`src/rtl/vpk_pkg.sv`:
```
package vpk_pkg;

  // bytes taken by one pixel slot on the stream
  function automatic int slot_bytes(input int bps, input int sym);
    int b;
    b = (bps * sym + 7) / 8;
    return (b < 2) ? 2 : b;
  endfunction

  function automatic int slot_bits(input int bps, input int sym);
    return 8 * slot_bytes(bps, sym);
  endfunction

  function automatic int data_bits(input int bps, input int sym, input int pip);
    return slot_bits(bps, sym) * pip;
  endfunction

  function automatic int user_bits(input int bps, input int sym, input int pip);
    int u;
    u = data_bits(bps, sym, pip) / 8;
    return (u < 2) ? 2 : u;
  endfunction

  // index width for a counter running 0..n-1
  function automatic int idx_w(input int n);
    return (n > 1) ? $clog2(n) : 1;
  endfunction

endpackage

```
`src/rtl/vpk_raster_pos.sv`:
```
module vpk_raster_pos #(
  parameter int PIP    = 2,
  parameter int WIDTH  = 8,
  parameter int HEIGHT = 4
) (
  input  logic                             clk,
  input  logic                             rst_n,
  input  logic                             adv,
  output logic [vpk_pkg::idx_w(PIP)-1:0]   lane_o,
  output logic                             lane_last_o,
  output logic                             first_pix_o,
  output logic                             frame_beat_o,
  output logic                             line_end_o
);
  localparam int BEATS = WIDTH / PIP;
  localparam int LW    = vpk_pkg::idx_w(PIP);
  localparam int BW    = vpk_pkg::idx_w(BEATS);
  localparam int YW    = vpk_pkg::idx_w(HEIGHT);

  logic [LW-1:0] lane_q;
  logic [BW-1:0] bx_q;
  logic [YW-1:0] y_q;

  always_ff @(posedge clk or negedge rst_n) begin
    if (!rst_n) begin
      lane_q <= '0;
      bx_q   <= '0;
      y_q    <= '0;
    end else if (adv) begin
      if (lane_last_o) begin
        lane_q <= '0;
        if (line_end_o) begin
          bx_q <= '0;
          y_q  <= (y_q == YW'(HEIGHT - 1)) ? '0 : y_q + 1'b1;
        end else begin
          bx_q <= bx_q + 1'b1;
        end
      end else begin
        lane_q <= lane_q + 1'b1;
      end
    end
  end

  assign lane_o       = lane_q;
  assign lane_last_o  = (lane_q == LW'(PIP - 1));
  assign line_end_o   = (bx_q == BW'(BEATS - 1));
  assign frame_beat_o = (bx_q == '0) && (y_q == '0);
  assign first_pix_o  = frame_beat_o && (lane_q == '0);

  // positions stay inside the raster
  AST_POS_RANGE: assert property (@(posedge clk) disable iff (!rst_n)
    (bx_q <= BW'(BEATS - 1)) && (y_q <= YW'(HEIGHT - 1))) else $error("raster position out of range");
endmodule

```
`src/rtl/vpk_lane_pack.sv`:
```
module vpk_lane_pack #(
  parameter int PIX_BITS = 30,
  parameter int SLOT_W   = 32,
  parameter int PIP      = 2
) (
  input  logic                             clk,
  input  logic                             rst_n,
  input  logic                             adv,
  input  logic [vpk_pkg::idx_w(PIP)-1:0]   lane,
  input  logic [PIX_BITS-1:0]              pix,
  output logic [SLOT_W*PIP-1:0]            beat_o
);
  localparam int LW = vpk_pkg::idx_w(PIP);

  for (genvar g = 0; g < PIP; g++) begin : g_lane
    if (g < PIP - 1) begin : g_store
      logic [PIX_BITS-1:0] slot_q;
      always_ff @(posedge clk or negedge rst_n) begin
        if (!rst_n)                       slot_q <= '0;
        else if (adv && lane == LW'(g))   slot_q <= pix;
      end
      assign beat_o[g*SLOT_W +: SLOT_W] = SLOT_W'(slot_q);
    end else begin : g_live
      // the pixel that completes the beat goes straight to the top slot
      assign beat_o[g*SLOT_W +: SLOT_W] = SLOT_W'(pix);
    end
  end
endmodule

```
`src/rtl/vpk_beat_reg.sv`:
```
module vpk_beat_reg #(
  parameter int DATA_W = 64,
  parameter int USER_W = 8
) (
  input  logic              clk,
  input  logic              rst_n,
  input  logic              load,
  input  logic [DATA_W-1:0] d_data,
  input  logic              d_sof,
  input  logic              d_eol,
  input  logic              d_f1,
  input  logic              out_ready,
  output logic              out_valid,
  output logic [DATA_W-1:0] out_data,
  output logic [USER_W-1:0] out_user,
  output logic              out_last,
  output logic              free_o
);
  logic sof_q, f1_q;

  always_ff @(posedge clk or negedge rst_n) begin
    if (!rst_n) begin
      out_valid <= 1'b0;
      out_data  <= '0;
      out_last  <= 1'b0;
      sof_q     <= 1'b0;
      f1_q      <= 1'b0;
    end else if (load) begin
      out_valid <= 1'b1;
      out_data  <= d_data;
      out_last  <= d_eol;
      sof_q     <= d_sof;
      f1_q      <= d_f1;
    end else if (out_ready) begin
      out_valid <= 1'b0;
    end
  end

  always_comb begin
    out_user    = '0;
    out_user[0] = sof_q;
    out_user[1] = f1_q;
  end

  assign free_o = !out_valid || out_ready;

  AST_HOLD_BEAT: assert property (@(posedge clk) disable iff (!rst_n)
    out_valid && !out_ready |=> out_valid && $stable(out_data) && $stable(out_user) && $stable(out_last)) else $error("beat changed under stall");
  AST_LOAD_INTO_FULL: assert property (@(posedge clk) disable iff (!rst_n)
    load |-> free_o) else $error("beat overwritten");
endmodule

```
`src/rtl/vid_line_packetizer.sv`:
```
module vid_line_packetizer #(
  parameter int BPS    = 10,
  parameter int SYM    = 3,
  parameter int PIP    = 2,
  parameter int WIDTH  = 8,
  parameter int HEIGHT = 4
) (
  input  logic                                              clk,
  input  logic                                              rst_n,
  input  logic                                              in_valid,
  output logic                                              in_ready,
  input  logic [BPS*SYM-1:0]                                in_pix,
  input  logic                                              in_f1,
  output logic                                              out_valid,
  input  logic                                              out_ready,
  output logic [vpk_pkg::data_bits(BPS, SYM, PIP)-1:0]      out_data,
  output logic [vpk_pkg::user_bits(BPS, SYM, PIP)-1:0]      out_user,
  output logic                                              out_last
);
  localparam int PIX_BITS = BPS * SYM;
  localparam int SLOT_W   = vpk_pkg::slot_bits(BPS, SYM);
  localparam int DATA_W   = vpk_pkg::data_bits(BPS, SYM, PIP);
  localparam int USER_W   = vpk_pkg::user_bits(BPS, SYM, PIP);
  localparam int BEATS    = WIDTH / PIP;
  localparam int LW       = vpk_pkg::idx_w(PIP);
  localparam int BW       = vpk_pkg::idx_w(BEATS);
  localparam int YW       = vpk_pkg::idx_w(HEIGHT);

  if ((WIDTH % PIP) != 0 || PIP < 1 || HEIGHT < 1) begin : g_bad_cfg
    $error("WIDTH must be a whole multiple of PIP");
  end

  // named internal events
  logic [LW-1:0]     lane;
  logic              lane_last, first_pix, frame_beat, line_end;
  logic              pix_take, beat_load, beat_free, f1_now, f1_q;
  logic [DATA_W-1:0] beat_data;

  assign in_ready  = !lane_last || beat_free;
  assign pix_take  = in_valid && in_ready;
  assign beat_load = pix_take && lane_last;
  assign f1_now    = first_pix ? in_f1 : f1_q;

  always_ff @(posedge clk or negedge rst_n) begin
    if (!rst_n)                    f1_q <= 1'b0;
    else if (pix_take && first_pix) f1_q <= in_f1;
  end

  vpk_raster_pos #(.PIP(PIP), .WIDTH(WIDTH), .HEIGHT(HEIGHT)) i_pos (
    .clk(clk), .rst_n(rst_n), .adv(pix_take),
    .lane_o(lane), .lane_last_o(lane_last), .first_pix_o(first_pix),
    .frame_beat_o(frame_beat), .line_end_o(line_end)
  );

  vpk_lane_pack #(.PIX_BITS(PIX_BITS), .SLOT_W(SLOT_W), .PIP(PIP)) i_pack (
    .clk(clk), .rst_n(rst_n), .adv(pix_take), .lane(lane),
    .pix(in_pix), .beat_o(beat_data)
  );

  vpk_beat_reg #(.DATA_W(DATA_W), .USER_W(USER_W)) i_beat (
    .clk(clk), .rst_n(rst_n), .load(beat_load), .d_data(beat_data),
    .d_sof(frame_beat), .d_eol(line_end), .d_f1(f1_now),
    .out_ready(out_ready), .out_valid(out_valid), .out_data(out_data),
    .out_user(out_user), .out_last(out_last), .free_o(beat_free)
  );

  // independent position tracking on the output side, for the checks below
  logic          out_take;
  logic [BW-1:0] chk_col;
  logic [YW-1:0] chk_row;
  logic          chk_seen, chk_f1;

  assign out_take = out_valid && out_ready;

  always_ff @(posedge clk or negedge rst_n) begin
    if (!rst_n) begin
      chk_col  <= '0;
      chk_row  <= '0;
      chk_seen <= 1'b0;
      chk_f1   <= 1'b0;
    end else if (out_take) begin
      chk_seen <= 1'b1;
      chk_f1   <= out_user[1];
      if (chk_col == BW'(BEATS - 1)) begin
        chk_col <= '0;
        chk_row <= (chk_row == YW'(HEIGHT - 1)) ? '0 : chk_row + 1'b1;
      end else begin
        chk_col <= chk_col + 1'b1;
      end
    end
  end

  AST_SOF_POS: assert property (@(posedge clk) disable iff (!rst_n)
    out_valid |-> out_user[0] == (chk_col == '0 && chk_row == '0)) else $error("frame start misplaced");
  AST_LAST_POS: assert property (@(posedge clk) disable iff (!rst_n)
    out_valid |-> out_last == (chk_col == BW'(BEATS - 1))) else $error("line end misplaced");
  AST_F1_STEADY: assert property (@(posedge clk) disable iff (!rst_n)
    out_valid && !out_user[0] && chk_seen |-> out_user[1] == chk_f1) else $error("field flag changed in frame");
  if (USER_W > 2) begin : g_user_hi
    AST_USER_HI_ZERO: assert property (@(posedge clk) disable iff (!rst_n)
      out_valid |-> out_user[USER_W-1:2] == '0) else $error("upper user bits set");
  end
endmodule

```
`config.mk`:
```
export PLATFORM = sky130hd
export DESIGN_NAME = vid_line_packetizer
export DESIGN_NICKNAME = d
export VERILOG_FILES = /design/src/rtl/vpk_pkg.sv /design/src/rtl/vpk_raster_pos.sv /design/src/rtl/vpk_lane_pack.sv /design/src/rtl/vpk_beat_reg.sv /design/src/rtl/vid_line_packetizer.sv
export SDC_FILE = /design/constraint.sdc
export NUM_CORES = 1
export LEC_CHECK = 0
export BUFFER_PORTS_ARGS = -buffer_cell sky130_fd_sc_hd__buf_4
export CAP_MARGIN = 0
export CELL_PAD_IN_SITES_DETAIL_PLACEMENT = 1
export CELL_PAD_IN_SITES_GLOBAL_PLACEMENT = 1
export CORE_MARGIN = 4
export CORE_UTILIZATION = 35
export CTS_BUF_LIST = sky130_fd_sc_hd__clkbuf_2
export CTS_CLUSTER_DIAMETER = 120
export CTS_CLUSTER_SIZE = 8
export DETAILED_ROUTE_END_ITERATION = 16
export GPL_ROUTABILITY_DRIVEN = 0
export HOLD_SLACK_MARGIN = 0.06
export PLACE_DENSITY = 0.65
export SYNTH_ARGS = -nofsm -noshare
export SYNTH_HDL_FRONTEND = slang
export SYNTH_SLANG_ARGS = --single-unit
```
`constraint.sdc`:
```
create_clock -name clk -period 1.7 [get_ports clk]
set_clock_uncertainty 0.1 [all_clocks]
set_input_delay 0.34 -clock clk [delete_from_list [all_inputs] [get_ports clk]]
set_output_delay 0.34 -clock clk [all_outputs]
set_load 0.03 [all_outputs]
```
==> insert_results.sql <==
INSERT INTO impl_metrics (metric_group, metric, value, unit) VALUES
('yosys', 'post_synth_fa_ha_maj_area_fraction', '1.27', '%'),
('floorplanning', 'die_area', '0.0130', 'mm2'),
('floorplanning', 'ios', '110', ''),
('timing', 'worst_max_slew_margin_expressed_relative_to_the_limit', '66.3', '%'),
('yosys', 'yosys.area_share.simple', '2.61', '%'),
('min_path', 'min-delay-path-class', 'in2async', ''),
('global_route', 'largest_net_degree_at_the_start_of_global_routing', '48', ''),
('global_route', 'vias_in_the_first_global_route', '2611', ''),
('floorplanning', 'floorplan.die.width', '114', 'um'),
('pwr', 'clock_network_power_share', '10.8', '%'),
('pwr', 'total_power', '9260', 'uW'),
('route', 'first_pass_iters', '3', ''),
('yosys', 'synth.distinct_cells', '20', ''),
('clock_tree', 'clk_latency', '0.53', 'ns'),
('yosys', 'post_synthesis_area_per_instance', '16.0', 'um2'),
('place', 'placed_cell_area', '0.00486', 'mm2'),
('global_route', 'antenna_found_initial', '0', ''),
('floorplanning', 'core_area', '0.0109', 'mm2'),
('clock_tree', 'root_buffer', 'clkbuf_2', ''),
('yosys', 'synth_top_area_cell', 'dfrtp_1', ''),
('yosys', 'synthMuxAreaShare', '26.9', '%'),
('timing', 'final-hold-violation-count', '0', ''),
('timing', 'min_period', '1.77', 'ns'),
('yosys', 'async_reset_ff_share', '100', '%'),
('yosys', 'postSynth.topFlopCell', 'dfrtp_1', ''),
('clock_tree', 'tritoncts_clock_tree', 'built', ''),
('yosys', 'synth_enable_flop_cells', '0', ''),
('timing', 'finalSetupViolCount', '27', ''),
('finish', 'proportion_of_layout_cells_with_a_drive_suffix_above_1', '52.4', '%'),
('finish', 'antennaDiodeCount', '0', ''),
('global_route', 'groute.usage.overall', '12.9', '%'),
('yosys', 'synth_compound_area_share', '0.700', '%'),
('route', 'dr.first_iter.drc_count', '28', ''),
('timing', 'final_critical_path_setup_slack', '-0.0707', 'ns'),
('yosys', 'yosys_warnings', '0', ''),
('clock_tree', 'cts_buffers', '9', ''),
('job', 'cap_violations', '0', ''),
('outcome', 'violations_in_the_final_reports', 'negative setup slack', ''),
('worst_setup_path', 'timing_worst_setup_path_type', 'reg2out', ''),
('timing', 'rsz0062_at_grt', 'yes', ''),
('worst_setup_path', 'worst_setup_path_end_kind', 'primary output', ''),
('route', 'antenna_violating_nets_left', '0', ''),
('worst_setup_path', 'worstSetupStartpointType', 'flop', ''),
('pwr', 'power_frac_seq', '42.1', '%'),
('route', 'remaining_drc_errors', '0', ''),
('timing', 'final_min_period_over_clock_period', '104', '%'),
('clock_tree', 'clkTransAtPathRegs', '0.28', 'ns'),
('pwr', 'power_share_of_the_combinational_group', '47.1', '%'),
('worst_setup_path', 'crit_arrival', '1.33', 'ns'),
('route', 'routed_wire_per_std_cell', '15.9', 'um'),
('timing', 'finalHoldWorstSlack', '0.197', 'ns'),
('timing', 'fmax', '565', 'MHz'),
('finish', 'syn_to_final_growth', '46.5', '%'),
('outcome', 'outcome', 'finished with violations', ''),
('timing', 'tightestPinTransition', '0.504', 'ns'),
('worst_setup_path', 'ff2ff_path_depth', '6', ''),
('yosys', 'synthesis.instances', '246', ''),
('worst_setup_path', 'worst-path-max-fanout', '2', ''),
('pwr', 'internal_power', '5690', 'uW'),
('place', 'place_ws', '0.0458', 'ns'),
('clock_tree', 'htree_num_levels', '3', ''),
('pwr', 'max-vdd-ir-drop', '0.873', 'mV'),
('floorplanning', 'rows', '38', ''),
('route', 'vias', '2505', ''),
('yosys', 'postSynthRegisterBits', '100', ''),
('yosys', 'synth_sequential_area_ratio', '63.6', '%'),
('finish', 'stdcell_area', '0.00576', 'mm2'),
('yosys', 'dominant_combinational_cell_family_by_area_after_synthesis', 'multiplexers', ''),
('yosys', 'synth_area_leaders', 'dfrtp_1, mux2_2, mux2_1, buf_4, buf_6', ''),
('timing', 'report.final.slew_viol_count', '0', ''),
('pwr', 'cellLeakagePower', '0.00265', 'uW');
==> cells in the mapped netlist (2+ instances only) <==
library cell,instances
dfrtp_1,100
mux2_2,65
mux2_1,29
buf_4,12
buf_6,6
ha_1,4
inv_1,4
nand2_1,4
nor2_1,4
o21ai_0,4
buf_2,3
nand2b_1,2
nand3_1,2
==> critical path, stage by stage, from the launching register on <==
cell and delay (ns):
dfrtp_1 0.45, and2b_4 0.17, nand2_2 0.06, buf_6 0.12
==> power groups by stage <==
stage / registers [uW] / logic [uW] / clock network, uW
after floorplan: 4970 / 1200 / 0
after global placement: 3840 / 3730 / 0
after detailed placement: 3890 / 3800 / 0
after CTS: 3840 / 3950 / 1070
after global routing: 4030 / 4630 / 1160
final: 3900 / 4370 / 999
==> final cells by class <==
type / instances / area [um2]
clock inverter: 6 / 48.8
tap: 140 / 175
clock buffer: 10 / 50.0
sequential: 100 / 2500
fill: 1091 / 5170
multi-input combinational: 131 / 1320
inverter: 4 / 15.0
timing repair buffer: 159 / 1650
==> flip-flops by register name, summed over array words and instances (netlist names) <==
signal,cells
f1_q,1
i_beat.f1_q,1
i_beat.out_data,60
i_beat.out_last,1
i_beat.out_valid,1
i_beat.sof_q,1
i_pack.g_lane.g_store.slot_q,30
i_pos.bx_q,2
i_pos.lane_last_o,1
i_pos.y_q,2
==> through the flow <==
step                TNS (ns)  instances
floorplan                  0        255
global placement           0        481
detailed placement         0        481
CTS                   -0.214        535
global route           -2.90        550
finish                -0.688        550
==> timing repair <==
| action | 4_1_cts | 5_1_grt |
|---|---|---|
| setup endpoints to repair | 4 | 95 |
| hold buffers | 35 | 0 |
| setup buffers | 3 | 8 |
| gates resized for setup | 10 | 46 |
| gates cloned | 0 | 7 |
| pin swaps | 1 | 1 |
| endpoints found under the hold margin | 165 | 0 |
==> logic make-up after synthesis <==
logic type               Yosys count
adder cells (fa/ha/maj)            4
AND/OR/NAND/NOR                   17
buffers and inverters             25
AO/OA/AOI/OAI                      5
other                              1
multiplexers                      94
flip-flops                       100
==> per-layer routing <==
layer	GRT usage [%]	part of all wire, %	up-vias
li1	-	-	1146
met1	15.9	41	1281
met2	21.6	51	71
met3	4.93	6.9	7
met4	2.85	0.87	0
met5	0	0	-
==> worst paths after layout <==
kind | startpoint | endpoint | slack (ns)
min | rst_n | i_beat.out_data[10]$_DFFE_PN0P_ | 0.20
max reg2reg | i_beat.out_valid$_DFFE_PN0P_ | i_beat.out_data[40]$_DFFE_PN0P_ | -0.05
min reg2reg | i_beat.out_data[40]$_DFFE_PN0P_ | i_beat.out_data[40]$_DFFE_PN0P_ | 0.42
max in group asynchronous | rst_n | i_pos.bx_q[0]$_DFFE_PN0P_ | 0.38
min in group clk | out_ready | i_beat.sof_q$_DFFE_PN0P_ | 0.35
max | i_beat.out_valid$_DFFE_PN0P_ | in_ready | -0.07
==> placed cells by master (no fill, tap or decap) <==
| cell | count |
|---|---|
| nand2b_1 | 1 |
| dlygate4sd3_1 | 35 |
| buf_12 | 8 |
| mux2_1 | 25 |
| nor2_8 | 1 |
| and2_1 | 1 |
| buf_6 | 44 |
| clkbuf_2 | 10 |
| buf_8 | 2 |
| mux2_4 | 8 |
| nor2_4 | 1 |
| inv_6 | 2 |
| ha_1 | 4 |
| and2b_4 | 1 |
| clkinvlp_4 | 3 |
| nand2_1 | 3 |
| o31ai_1 | 1 |
| nand2_2 | 2 |
| mux2_2 | 61 |
| or4_1 | 1 |
| clkbuf_16 | 5 |
| inv_1 | 4 |
| dfrtp_1 | 100 |
| o21ai_0 | 4 |
| nor2_1 | 4 |
| buf_4 | 65 |
| conb_1 | 10 |
| nand3_1 | 2 |
| nand2b_2 | 1 |
| clkinv_4 | 1 |
Note: power is estimated with default switching activity, not from simulation.
